`src/rtl/tdm_fsync_pkg.sv`:
```
package tdm_fsync_pkg;
  typedef enum logic [1:0] {
    STYLE_NONE  = 2'b00,
    STYLE_WS    = 2'b01,
    STYLE_SHORT = 2'b10,
    STYLE_LONG  = 2'b11
  } style_e;

  typedef struct packed {
    logic   master;
    logic   wide;
    logic   early;
    style_e style;
  } ctl_t;
endpackage

```
`src/rtl/tdm_cfg_shadow.sv`:
```
module tdm_cfg_shadow
  import tdm_fsync_pkg::*;
#(
  parameter int LEN_W   = 10,
  parameter int DEF_LEN = 256
) (
  input  logic             clk,
  input  logic             rst_n,
  input  logic             load,
  input  ctl_t             ctl_in,
  input  logic [LEN_W-1:0] len_in,
  output ctl_t             ctl_q,
  output logic [LEN_W-1:0] len_q
);
  always_ff @(posedge clk or negedge rst_n) begin
    if (!rst_n) begin
      ctl_q <= '{master: 1'b0, wide: 1'b0, early: 1'b0, style: STYLE_NONE};
      len_q <= LEN_W'(DEF_LEN);
    end else if (load) begin
      ctl_q <= ctl_in;
      len_q <= len_in;
    end
  end

  // Settings only move at a frame boundary
  assert_cfg_hold_R9: assert property (@(posedge clk) disable iff (!rst_n)
    !load |=> ($stable(ctl_q) && $stable(len_q)));
endmodule

```
`src/rtl/tdm_bit_counter.sv`:
```
module tdm_bit_counter
  import tdm_fsync_pkg::*;
#(
  parameter int LEN_W = 10
) (
  input  logic             clk,
  input  logic             rst_n,
  input  ctl_t             ctl,
  input  logic [LEN_W-1:0] len,
  input  logic             sync_in,
  output logic [LEN_W-1:0] cur_pos,
  output logic             boundary,
  output logic             valid,
  output logic             resync
);
  logic             pend_q, sync_q;
  logic [LEN_W-1:0] cnt_q, last, half, mid_pos;
  logic             lead, rise, fall, edge_ok;

  assign last    = len - LEN_W'(1);
  assign half    = len >> 1;
  assign lead    = ctl.early || (ctl.style == STYLE_WS);
  assign mid_pos = lead ? (half - LEN_W'(1)) : half;
  assign rise    = sync_in && !sync_q;
  assign fall    = !sync_in && sync_q;

  always_comb begin
    unique case (ctl.style)
      STYLE_SHORT, STYLE_LONG: edge_ok = rise;
      STYLE_WS:                edge_ok = fall && !ctl.wide;
      default:                 edge_ok = 1'b0;
    endcase
  end

  assign resync   = !pend_q && !ctl.master && edge_ok && !(ctl.wide && (cnt_q == mid_pos));
  assign cur_pos  = resync ? (lead ? last : '0) : cnt_q;
  assign boundary = pend_q || (cur_pos >= last);
  assign valid    = !pend_q;

  always_ff @(posedge clk or negedge rst_n) begin
    if (!rst_n) begin
      pend_q <= 1'b1;
      sync_q <= 1'b0;
      cnt_q  <= '0;
    end else begin
      pend_q <= 1'b0;
      sync_q <= sync_in;
      cnt_q  <= boundary ? '0 : cur_pos + LEN_W'(1);
    end
  end

  assert_in_range_R2: assert property (@(posedge clk) disable iff (!rst_n)
    cnt_q < len);
  assert_resync_zero_R10: assert property (@(posedge clk) disable iff (!rst_n)
    (resync && !lead) |=> (cnt_q == LEN_W'(1)));
  assert_resync_lead_R11: assert property (@(posedge clk) disable iff (!rst_n)
    (resync && lead) |=> (cnt_q == '0));
endmodule

```
`src/rtl/tdm_sync_shaper.sv`:
```
module tdm_sync_shaper
  import tdm_fsync_pkg::*;
#(
  parameter int LEN_W     = 10,
  parameter int LONG_BITS = 8
) (
  input  logic             clk,
  input  logic             rst_n,
  input  logic             active,
  input  logic             load,
  input  logic [LEN_W-1:0] pos,
  input  logic [LEN_W-1:0] len,
  input  ctl_t             ctl,
  output logic             sync_out
);
  localparam int EW = LEN_W + 1;

  logic [EW-1:0] len_e, pos_e, half_e, nxt_e, ref_e, long_e;
  logic          short_hit, long_hit, ws_hit, hit;

  assign len_e  = {1'b0, len};
  assign pos_e  = {1'b0, pos};
  assign half_e = len_e >> 1;
  assign long_e = EW'(LONG_BITS);
  assign nxt_e  = ((pos_e + EW'(1)) >= len_e) ? '0 : (pos_e + EW'(1));
  assign ref_e  = (ctl.early || (ctl.style == STYLE_WS)) ? nxt_e : pos_e;

  assign short_hit = (ref_e == '0) || (ctl.wide && (ref_e == half_e));
  assign long_hit  = (ref_e < long_e) ||
                     (ctl.wide && (ref_e >= half_e) && (ref_e < (half_e + long_e)));
  assign ws_hit    = !ctl.wide && (ref_e >= half_e);

  always_comb begin
    unique case (ctl.style)
      STYLE_WS:    hit = ws_hit;
      STYLE_SHORT: hit = short_hit;
      STYLE_LONG:  hit = long_hit;
      default:     hit = 1'b0;
    endcase
  end

  assign sync_out = active && hit;

  assert_short_single_R3: assert property (@(posedge clk) disable iff (!rst_n)
    ((ctl.style == STYLE_SHORT) && sync_out && !load) |=> !sync_out);
  assert_no_style_R7: assert property (@(posedge clk) disable iff (!rst_n)
    ((ctl.style == STYLE_NONE) || ((ctl.style == STYLE_WS) && ctl.wide)) |-> !sync_out);
endmodule

```
`src/rtl/tdm_fsync_gen.sv`:
```
module tdm_fsync_gen
  import tdm_fsync_pkg::*;
#(
  parameter int LEN_W     = 10,
  parameter int DEF_LEN   = 256,
  parameter int LONG_BITS = 8
) (
  input  logic             clk,
  input  logic             rst_n,
  input  logic             cfg_master,
  input  logic             cfg_wide,
  input  logic             cfg_early,
  input  logic [1:0]       cfg_style,
  input  logic [LEN_W-1:0] cfg_len,
  input  logic             sync_in,
  output logic             sync_out,
  output logic             sync_oe,
  output logic             bclk_drive,
  output logic             frame_start,
  output logic [LEN_W-1:0] bit_pos
);
  ctl_t             ctl_in, act;
  logic [LEN_W-1:0] act_len, cur_pos;
  logic             boundary, valid, resync;

  assign ctl_in = '{master: cfg_master, wide: cfg_wide, early: cfg_early,
                    style: style_e'(cfg_style)};

  tdm_cfg_shadow #(.LEN_W(LEN_W), .DEF_LEN(DEF_LEN)) u_shadow (
    .clk(clk), .rst_n(rst_n), .load(boundary), .ctl_in(ctl_in),
    .len_in(cfg_len), .ctl_q(act), .len_q(act_len)
  );

  tdm_bit_counter #(.LEN_W(LEN_W)) u_count (
    .clk(clk), .rst_n(rst_n), .ctl(act), .len(act_len), .sync_in(sync_in),
    .cur_pos(cur_pos), .boundary(boundary), .valid(valid), .resync(resync)
  );

  tdm_sync_shaper #(.LEN_W(LEN_W), .LONG_BITS(LONG_BITS)) u_shape (
    .clk(clk), .rst_n(rst_n), .active(valid && act.master), .load(boundary),
    .pos(cur_pos), .len(act_len), .ctl(act), .sync_out(sync_out)
  );

  assign bit_pos     = cur_pos;
  assign frame_start = valid && (cur_pos == '0);
  assign sync_oe     = act.master;
  assign bclk_drive  = act.master;

  // A resync never happens while this block drives the line
  assert_slave_resync_R8: assert property (@(posedge clk) disable iff (!rst_n)
    resync |-> (!sync_oe && !sync_out));
endmodule

```
`config.mk`:
```
export PLATFORM = sky130hd
export DESIGN_NAME = tdm_fsync_gen
export DESIGN_NICKNAME = d
export VERILOG_FILES = /design/src/rtl/tdm_fsync_pkg.sv /design/src/rtl/tdm_cfg_shadow.sv /design/src/rtl/tdm_bit_counter.sv /design/src/rtl/tdm_sync_shaper.sv /design/src/rtl/tdm_fsync_gen.sv
export SDC_FILE = /design/constraint.sdc
export NUM_CORES = 1
export LEC_CHECK = 0
export BUFFER_PORTS_ARGS = -buffer_cell sky130_fd_sc_hd__buf_2
export CAP_MARGIN = 20
export CORE_MARGIN = 3
export CORE_UTILIZATION = 40
export CTS_CLUSTER_SIZE = 24
export DETAILED_ROUTE_END_ITERATION = 10
export GPL_ROUTABILITY_DRIVEN = 0
export GPL_TIMING_DRIVEN = 0
export SLEW_MARGIN = 40
export SYNTH_ARGS = -nofsm -noshare
export SYNTH_HDL_FRONTEND = slang
export SYNTH_SLANG_ARGS = --single-unit
```
`constraint.sdc`:
```
create_clock -name clk -period 15.4 [get_ports clk]
set_clock_uncertainty 0.05 [all_clocks]
set_input_delay 0.77 -clock clk [delete_from_list [all_inputs] [get_ports clk]]
set_output_delay 0.77 -clock clk [all_outputs]
set_load 0.05 [all_outputs]
```
==> results of run 1 <==
-- Yosys cell counts (4+ instances only) --
| cell type | number |
|---|---|
| a21oi_1 | 18 |
| nand4_1 | 6 |
| xor2_1 | 13 |
| nor2b_1 | 10 |
| dfrtp_1 | 25 |
| a22o_1 | 7 |
| nor2_1 | 36 |
| nor3_1 | 13 |
| mux2_2 | 21 |
| o21ai_0 | 13 |
| buf_2 | 7 |
| ha_1 | 43 |
| a211oi_1 | 5 |
| nand3_1 | 14 |
| mux2i_1 | 5 |
| clkbuf_1 | 15 |
| o211ai_1 | 4 |
| a21o_1 | 5 |
| nand2_1 | 27 |
| inv_1 | 22 |
| nand2b_1 | 6 |
| xnor2_1 | 27 |
-- power breakdown --
group	internal, mW	switching (mW)
Clock	0.0191	0.0276
Sequential	0.0783	0.00776
Combinational	0.0661	0.108
-- worst reg2reg max path: cells and delay by family, from the launching register on --
family	cells	cell delay (ps)
compound gates	10	2360
xor+xnor	1	150
fa+ha+maj	2	570
buf+inv	4	1050
flops	1	380
mux	1	370
simple gates	6	960
-- flip-flops by register name (all words and copies together) (netlist names) --
signal / count
u_count.cnt_q: 10
u_shadow.ctl_q: 5
u_count.sync_q: 1
u_count.pend_q: 1
u_shadow.len_q: 10
-- metal layers --
layer | up-vias | track usage [%]
met5 | - | 0
met4 | 0 | 5.04
met3 | 24 | 3.50
met2 | 140 | 34.3
met1 | 1457 | 28.7
li1 | 1525 | -
-- per-stage QoR --
step	cell area [sq um]	util, %	hold slack [ps]	total power, mW	cells
global placement	3690	44.7	504	0.256	545
global route	3740	45.3	480	0.333	549
CTS	3740	45.3	468	0.307	549
floorplan	3400	-	424	0.216	409
detailed placement	3690	44.7	515	0.258	545
finish	3740	45.3	435	0.307	549
-- how the worst max path moves through the flow --
| stage | endpoint | cells after the start | startpoint | slack (ps) |
|---|---|---|---|---|
| 2_1_floorplan | sync_out | 38 | u_shadow.len_q[2]$_DFFE_PN0N_ | 7240 |
| 3_3_place_gp | sync_out | 38 | u_shadow.len_q[4]$_DFFE_PN0N_ | 5510 |
| 3_5_place_dp | sync_out | 38 | u_shadow.len_q[4]$_DFFE_PN0N_ | 5530 |
| 4_1_cts | sync_out | 38 | u_shadow.len_q[4]$_DFFE_PN0N_ | 5140 |
| 5_1_grt | sync_out | 38 | u_shadow.len_q[4]$_DFFE_PN0N_ | 4190 |
| 6_report | sync_out | 38 | u_shadow.len_q[4]$_DFFE_PN0N_ | 4870 |
-- cell type report --
| type | count | area [sq um] |
|---|---|---|
| fill | 875 | 4520 |
| multi-input combinational | 333 | 2510 |
| sequential | 27 | 678 |
| timing repair buffer | 31 | 155 |
| tap | 105 | 131 |
| buffer | 26 | 125 |
| inverter | 23 | 86.3 |
| clock buffer | 3 | 41.3 |
| clock inverter | 1 | 8.76 |
-- cells by family after synthesis --
group	count (synthesis)
mux	29
flops	27
compound gates	82
buf+inv	49
fa+ha+maj	43
other cells	1
xor+xnor	40
simple gates	138
==> results_dict.tcl, run 1 <==
set metrics [dict create \
    path_max_fanout 10 \
    initial_core_util_pct 41.2 \
    rr_worst_depth 24 \
    syn_nets 470 \
    run_status "finished clean" \
    max_freq_mhz 95.0 \
    die_area_sq_um 9650 \
    cp_data_required_time_ps 14580 \
    dp_slack_ps 5530 \
    synthArstFlopShare_pct 100 \
    dp_hpwl_microns 7780 \
    grt_antenna_before_repair 0 \
    tns_ps 0 \
    hold_class "in2async" \
    synth_top_family_by_area "simple AND/OR/NAND/NOR gates" \
    path_buf_inv 7 \
    met3_length_microns 650 \
    wl_met2_microns 4520 \
    netlist_instances 409 \
    synthMuxAreaShare_pct 9.64 \
    synth_seq_area_share_pct 19.9 \
    fin_crit_sh_pct 68.4 \
    synth.ff_latch_count 27 \
    hold_viol 0 \
    cpMaxStageDelayCell "nor3b_1" \
    die_w_microns 98.2 \
    synth_edf_count 0 \
    synth_area_leader_cell "dfrtp_1" \
    setup_slack_ps 4870 \
    clk_path_buf_depth 2 \
    cts_root_buffer "clkbuf_8" \
    port-buffer-count 31 \
    num-nets-final 506 \
    final_cell_mix "ha_1 (43), buf_2 (38), nor2_1 (36)" \
    cts_tree "yes" \
    max_stage_delay_ps 550 \
    post_cts.repair.setup_buffers 0 \
    power_leakage_nw 1.75 \
    rr_startpoint "u_shadow.len_q[2]$_DFFE_PN0N_" \
    grt_pass1_vias 3015 \
    h-tree-depth 1 \
    ys_types 64 \
    cap_violations 0 \
    slew_viol_final 0 \
    maxSlewHeadroom_pct 50.2 \
    drc 0 \
    path_delay_family "compound AO/OA/AOI/OAI gates" \
    cp_common_cell "ha_1" \
    wl_per_cell_microns 17.9 \
    end_kind "output pin" \
    tightestPinTransition_ps 744 \
    critPathArrivalTime_ps 9710 \
    clock_sinks 27 \
    start_kind "register" \
    netlist_area_sq_um 3400 \
    viasPerCell 5.73 \
    cts_resized 0 \
    cts_hold_buf 0 \
    ios 32 \
    maxUsedRoutingLayer "met4" \
    insertion_delay_ps 290 \
    ff2ff_setup_slack_ps 9420 \
    final_common_cell "ha_1" \
    timing.rr.end "u_shadow.len_q[3]$_DFFE_PN0N_" \
    power_density_nw_per_um2 82.0 \
    wl_met1_microns 4400 \
    synth-main-ff-cell "dfrtp_1" \
    yosys.area_share.xor_xnor_pct 10.3 \
    fp.coreArea_sq_um 8260 \
    clkTransAtPathRegs_ps 110 \
    synth_area_leaders "dfrtp_1 (18%), ha_1 (16%), mux2_2 (7.0%)" \
    synth_compound_area_share_pct 16.4 \
    grt-ovfl-total 0 \
    peakVddDrop_v 0.0000387 \
    grt_max_degree 28 \
    avgSynthCellArea_sq_um 8.32 \
    critical_path_class "reg2out" \
    period_minus_slack_ps 10530 \
    yosys_warnings 0 \
    vias 3146 \
    cts_buffers 3 \
    drt_iter0_markers 235 \
    firstDrtPassIters 5 \
    yosys.area.top_type_share_pct 18.4 \
    fp-row-count 33 \
    grt_usage_pct 20.9 \
    synth-simple-area-share_pct 21.6 \
    drive_gt1_share_pct 17.6 \
    finalSetupViolCount 0 \
    ant_nets 0 \
    detail_route.wirelength_microns 9810 \
    dieHeight_microns 98.2 \
    syn2layout_area_growth_pct 9.89 \
    rsz0062_at_grt "no" \
    synth-adder-area-share_pct 15.8 \
    antenna_cells 0 \
    grt_first_pass_wirelength_microns 16100 \
]
No activity file was read; power rests on OpenSTA's default activity.
==> inputs of run 2 (changes only) <==
- clock period: 15.4 -> 9.8 ns (I/O delays scaled with it)
==> results_dict.tcl, run 2 (synthesis results as in run 1) <==
set metrics [dict create \
    slew_viol_final 0 \
    final_cell_mix "ha_1 (43), buf_2 (38), nor2_1 (36)" \
    grt_antenna_before_repair 0 \
    firstDrtPassIters 5 \
    fp-row-count 33 \
    grt_first_pass_wirelength_microns 16200 \
    end_kind "output pin" \
    peakVddDrop_v 0.0000603 \
    tightestPinTransition_ps 775 \
    antenna_cells 0 \
    max_freq_mhz 110 \
    cts_tree "yes" \
    power_leakage_nw 1.77 \
    finalSetupViolCount 0 \
    hold_viol 0 \
    final_common_cell "ha_1" \
    period_minus_slack_ps 9120 \
    critical_path_class "reg2out" \
    grt_max_degree 28 \
    num-nets-final 508 \
    setup_slack_ps 684 \
    tns_ps 0 \
    cp_data_required_time_ps 9260 \
    detail_route.wirelength_microns 9910 \
    fin_hold_ws_ps 151 \
    reg_top3 "u_count.cnt_q (10), u_shadow.len_q (10), u_shadow.ctl_q (5)" \
    run_status "finished clean" \
    vias 3152 \
    cpMaxStageDelayCell "dfrtp_1" \
    clk_path_buf_depth 2 \
    fin_crit_sh_pct 93.0 \
    die_w_microns 98.2 \
    drt_iter0_markers 216 \
    clock_sinks 27 \
    cts_hold_buf 0 \
    dp_hpwl_microns 7780 \
    viasPerCell 5.72 \
    h-tree-depth 1 \
    hold_class "in2async" \
    dp_slack_ps 211 \
    wl_per_cell_microns 18.0 \
    power_density_nw_per_um2 128 \
    cap_violations 0 \
    drc 0 \
    rsz0062_at_grt "no" \
    grt-ovfl-total 0 \
    ios 32 \
    fin_util_pct 45.9 \
    critPathArrivalTime_ps 8580 \
    grt_usage_pct 21.0 \
    grt_pass1_vias 3026 \
    maxSlewHeadroom_pct 48.2 \
    die_area_sq_um 9650 \
    insertion_delay_ps 290 \
    max_stage_delay_ps 490 \
    cp_common_cell "ha_1" \
    power_mw 0.487 \
    fill_cells 870 \
    fp.coreArea_sq_um 8260 \
    initial_core_util_pct 41.2 \
    drive_gt1_share_pct 20.0 \
    dieHeight_microns 98.2 \
    cts_root_buffer "clkbuf_8" \
    syn2layout_area_growth_pct 11.5 \
    port-buffer-count 31 \
    clkTransAtPathRegs_ps 110 \
    path_max_fanout 10 \
    ant_nets 0 \
    cts_buffers 3 \
    start_kind "register" \
]
[run 2: stage by stage]
stage	cell area [sq um]	instances
global route	3790	551
detailed placement	3690	545
global placement	3690	545
floorplan	3400	409
CTS	3750	549
finish	3790	551
[run 2: area by class of cell]
class                   instances  area, sq um  area share [%]
well taps                     105          131            3.46
inverters                      23         86.3            2.28
clock buffers                   3         41.3            1.09
plain buffers                  24          118            3.10
multi-input cells             333         2540            67.0
repair buffers                 35          185            4.88
clock inverters                 1         8.76           0.231
flip-flops and latches         27          679            17.9
[run 2: path summary, 6_finish.rpt]
kind,from,cells after the start,slack [ps],endpoint
max,u_shadow.len_q[1]$_DFFE_PN0N_,37,680,sync_out
min,rst_n,1,150,u_count.cnt_q[3]$_DFF_PN0_
max reg2reg,u_shadow.len_q[1]$_DFFE_PN0N_,23,3940,u_shadow.len_q[3]$_DFFE_PN0N_
min reg2reg,u_shadow.ctl_q[3]$_DFFE_PN0N_,1,530,u_shadow.ctl_q[3]$_DFFE_PN0N_
max in group asynchronous,rst_n,1,9090,u_shadow.len_q[2]$_DFFE_PN0N_
min in group clk,sync_in,1,270,u_count.sync_q$_DFF_PN0_
[run 2: what timing repair did]
item / 4_1_cts / 5_1_grt
hold endpoints to repair: 0 / 0
resized for setup: 2 / 6
endpoints found under the setup margin: 1 / 1
setup buffers: 0 / 4
pin swaps: 0 / 1
[run 2: worst max-delay path, delay by kind of cell, from the launching register on]
kind                     cells  cell delay, ps
AND/OR/NAND/NOR              6            1400
flip-flops                   1             490
AO/OA/AOI/OAI               17            3170
adder cells (fa/ha/maj)      4            1000
multiplexers                 3             780
XOR/XNOR                     2             460
buffers and inverters        5            1020
[run 2: routing by layer]
layer | global-route usage [%] | wire length, microns | vias to the layer above
met3 | 3.64 | 733 | 18
met4 | 5.36 | 255 | 0
met1 | 28.7 | 4350 | 1466
met2 | 34.3 | 4570 | 137
li1 | - | - | 1531
met5 | 0 | 0 | -
[run 2: power breakdown]
part	internal, mW	switching (mW)	total (mW)
clock network	0.0301	0.0429	0.0730
registers	0.123	0.0141	0.137
logic	0.107	0.169	0.276
total	0.260	0.226	0.487
==> inputs of run 3 (changes only) <==
- clock period: 9.8 -> 8.4 ns (I/O delays scaled with it)
==> results_dict.tcl, run 3 (synthesis results as in run 1) <==
set metrics [dict create \
    viasPerCell 5.81 \
    period_minus_slack_ps 8070 \
    cpMaxStageDelayCell "or4_4" \
    fp.coreArea_sq_um 8260 \
    place_area_sq_um 3690 \
    cap_violations 0 \
    p_seq_share_pct 26.3 \
    critPathArrivalTime_ps 7600 \
    insertion_delay_ps 290 \
    vias 3317 \
    switchingPower_mw 0.283 \
    clk_path_buf_depth 2 \
    die_area_sq_um 9650 \
    grt_pass1_vias 3057 \
    critical_path_class "reg2out" \
    wl_per_cell_microns 18.8 \
    stdcell_area_sq_um 4120 \
    die_w_microns 98.2 \
    hold_viol 0 \
    cp_data_required_time_ps 7930 \
    initial_core_util_pct 41.2 \
    finalSetupViolCount 0 \
    firstDrtPassIters 5 \
    tightestPinTransition_ps 777 \
    end_kind "output pin" \
    grt_first_pass_wirelength_microns 16800 \
    grt_antenna_before_repair 0 \
    ff_latch_area_sq_um 681 \
    drive_gt1_share_pct 27.9 \
    ios 32 \
    fp-row-count 33 \
    antenna_cells 0 \
    internal_power_mw 0.325 \
    cp_common_cell "o211ai_1" \
    ant_nets 0 \
    grt_usage_pct 21.8 \
    dieHeight_microns 98.2 \
    drt_iter0_markers 306 \
    fill_cells 836 \
    detail_route.wirelength_microns 10700 \
    hold_class "in2async" \
    cts_root_buffer "clkbuf_8" \
    clkTransAtPathRegs_ps 110 \
    final_common_cell "ha_1" \
    clock_sinks 27 \
    port-buffer-count 31 \
    peakVddDrop_v 0.0000723 \
    fin_util_pct 49.9 \
    power_density_nw_per_um2 148 \
    cts_tree "yes" \
    cts_buffers 3 \
    grt-ovfl-total 0 \
    max_stage_delay_ps 530 \
    tns_ps 0 \
    fin_hold_ws_ps 83.9 \
    multi_input_area_sq_um 2680 \
    final_cell_mix "ha_1 (41), nor2_1 (35), buf_2 (34)" \
    path_max_fanout 7 \
    slew_viol_final 0 \
    combPwrFrac_pct 59.8 \
    p_clk_share_pct 13.8 \
    start_kind "register" \
    rsz0062_at_grt "yes" \
    grt_max_degree 28 \
    syn2layout_area_growth_pct 21.1 \
    maxSlewHeadroom_pct 48.0 \
    run_status "finished clean" \
    dp_hpwl_microns 7780 \
    power_leakage_nw 1.89 \
    reg_top3 "u_count.cnt_q (10), u_shadow.len_q (10), u_shadow.ctl_q (5)" \
    num-nets-final 528 \
    h-tree-depth 1 \
    drc 0 \
    fin_crit_sh_pct 96.1 \
    switching_share_pct 46.6 \
    max_freq_mhz 124 \
]
[run 3: cell count changes in the layout (fill, tap and decap cells not counted), moves of 3 or more]
| cell | before | now |
|---|---|---|
| nor3_1 | 13 | 10 |
| inv_1 | 22 | 18 |
| buf_2 | 38 | 34 |
| nor3_2 | 0 | 3 |
| buf_4 | 5 | 24 |
[run 3: power by group through the flow]
stage | Combinational [mW] | Sequential (mW) | Clock (mW)
floorplan | 0.238 | 0.157 | 0
global placement | 0.309 | 0.160 | 0
detailed placement | 0.313 | 0.160 | 0
CTS | 0.330 | 0.159 | 0.0885
global route | 0.399 | 0.163 | 0.0936
finish | 0.364 | 0.160 | 0.0843
[run 3: per-layer routing]
layer | GRT usage (%) | wire (microns) | up-vias | share of wire (%)
met5 | 0 | 0 | - | 0
met4 | 6.09 | 348 | 0 | 3.2
met3 | 4.14 | 851 | 32 | 7.9
met2 | 35.5 | 4960 | 161 | 46
met1 | 29.6 | 4590 | 1552 | 43
li1 | - | - | 1572 | -
[run 3: worst paths after layout]
kind | from | endpoint | slack (ps) | cells after the start
worst max register to register | u_shadow.len_q[2]$_DFFE_PN0N_ | u_shadow.len_q[3]$_DFFE_PN0N_ | 2950 | 24
worst max-delay path | u_shadow.len_q[2]$_DFFE_PN0N_ | sync_out | 330 | 37
worst min-delay path | rst_n | u_count.cnt_q[3]$_DFF_PN0_ | 80 | 1
min in group clk | sync_in | u_count.sync_q$_DFF_PN0_ | 210 | 1
max in group asynchronous | rst_n | u_shadow.len_q[2]$_DFFE_PN0N_ | 7760 | 1
worst min register to register | u_shadow.ctl_q[3]$_DFFE_PN0N_ | u_shadow.ctl_q[3]$_DFFE_PN0N_ | 530 | 1
[run 3: metrics by stage]
stage / worst slack (ps) / cells / power [mW]
after floorplan: 592 / 409 / 0.395
after CTS: 3.94 / 555 / 0.577
after global routing: -89.2 / 571 / 0.655
after global placement: -1140 / 545 / 0.469
final: 326 / 571 / 0.609
after detailed placement: -1120 / 545 / 0.474
[run 3: area by class of cell]
type                            instances  area share (%)
Clock buffer                            3            1.00
Sequential cell                        27            16.5
Tap cell                              105            3.19
Inverter                               23            2.22
Buffer                                 24            3.31
Multi-Input combinational cell        333            65.2
Clock inverter                          1           0.213
Timing Repair Buffer                   55            8.38
[run 3: what timing repair did]
| action | 4_1_cts | 5_1_grt |
|---|---|---|
| gates resized for setup | 18 | 34 |
| buffers inserted | 8 | 16 |
| hold buffers | 0 | 0 |
| pin swaps | 5 | 22 |
| endpoints found under the setup margin | 1 | 1 |
[run 3: worst max-delay path, delay by kind of cell, from the launching register on]
kind	cells	cell delay, ps
xor+xnor	2	460
simple gates	6	1380
fa+ha+maj	4	830
compound gates	17	2870
mux	3	650
buf+inv	5	630
flops	1	470
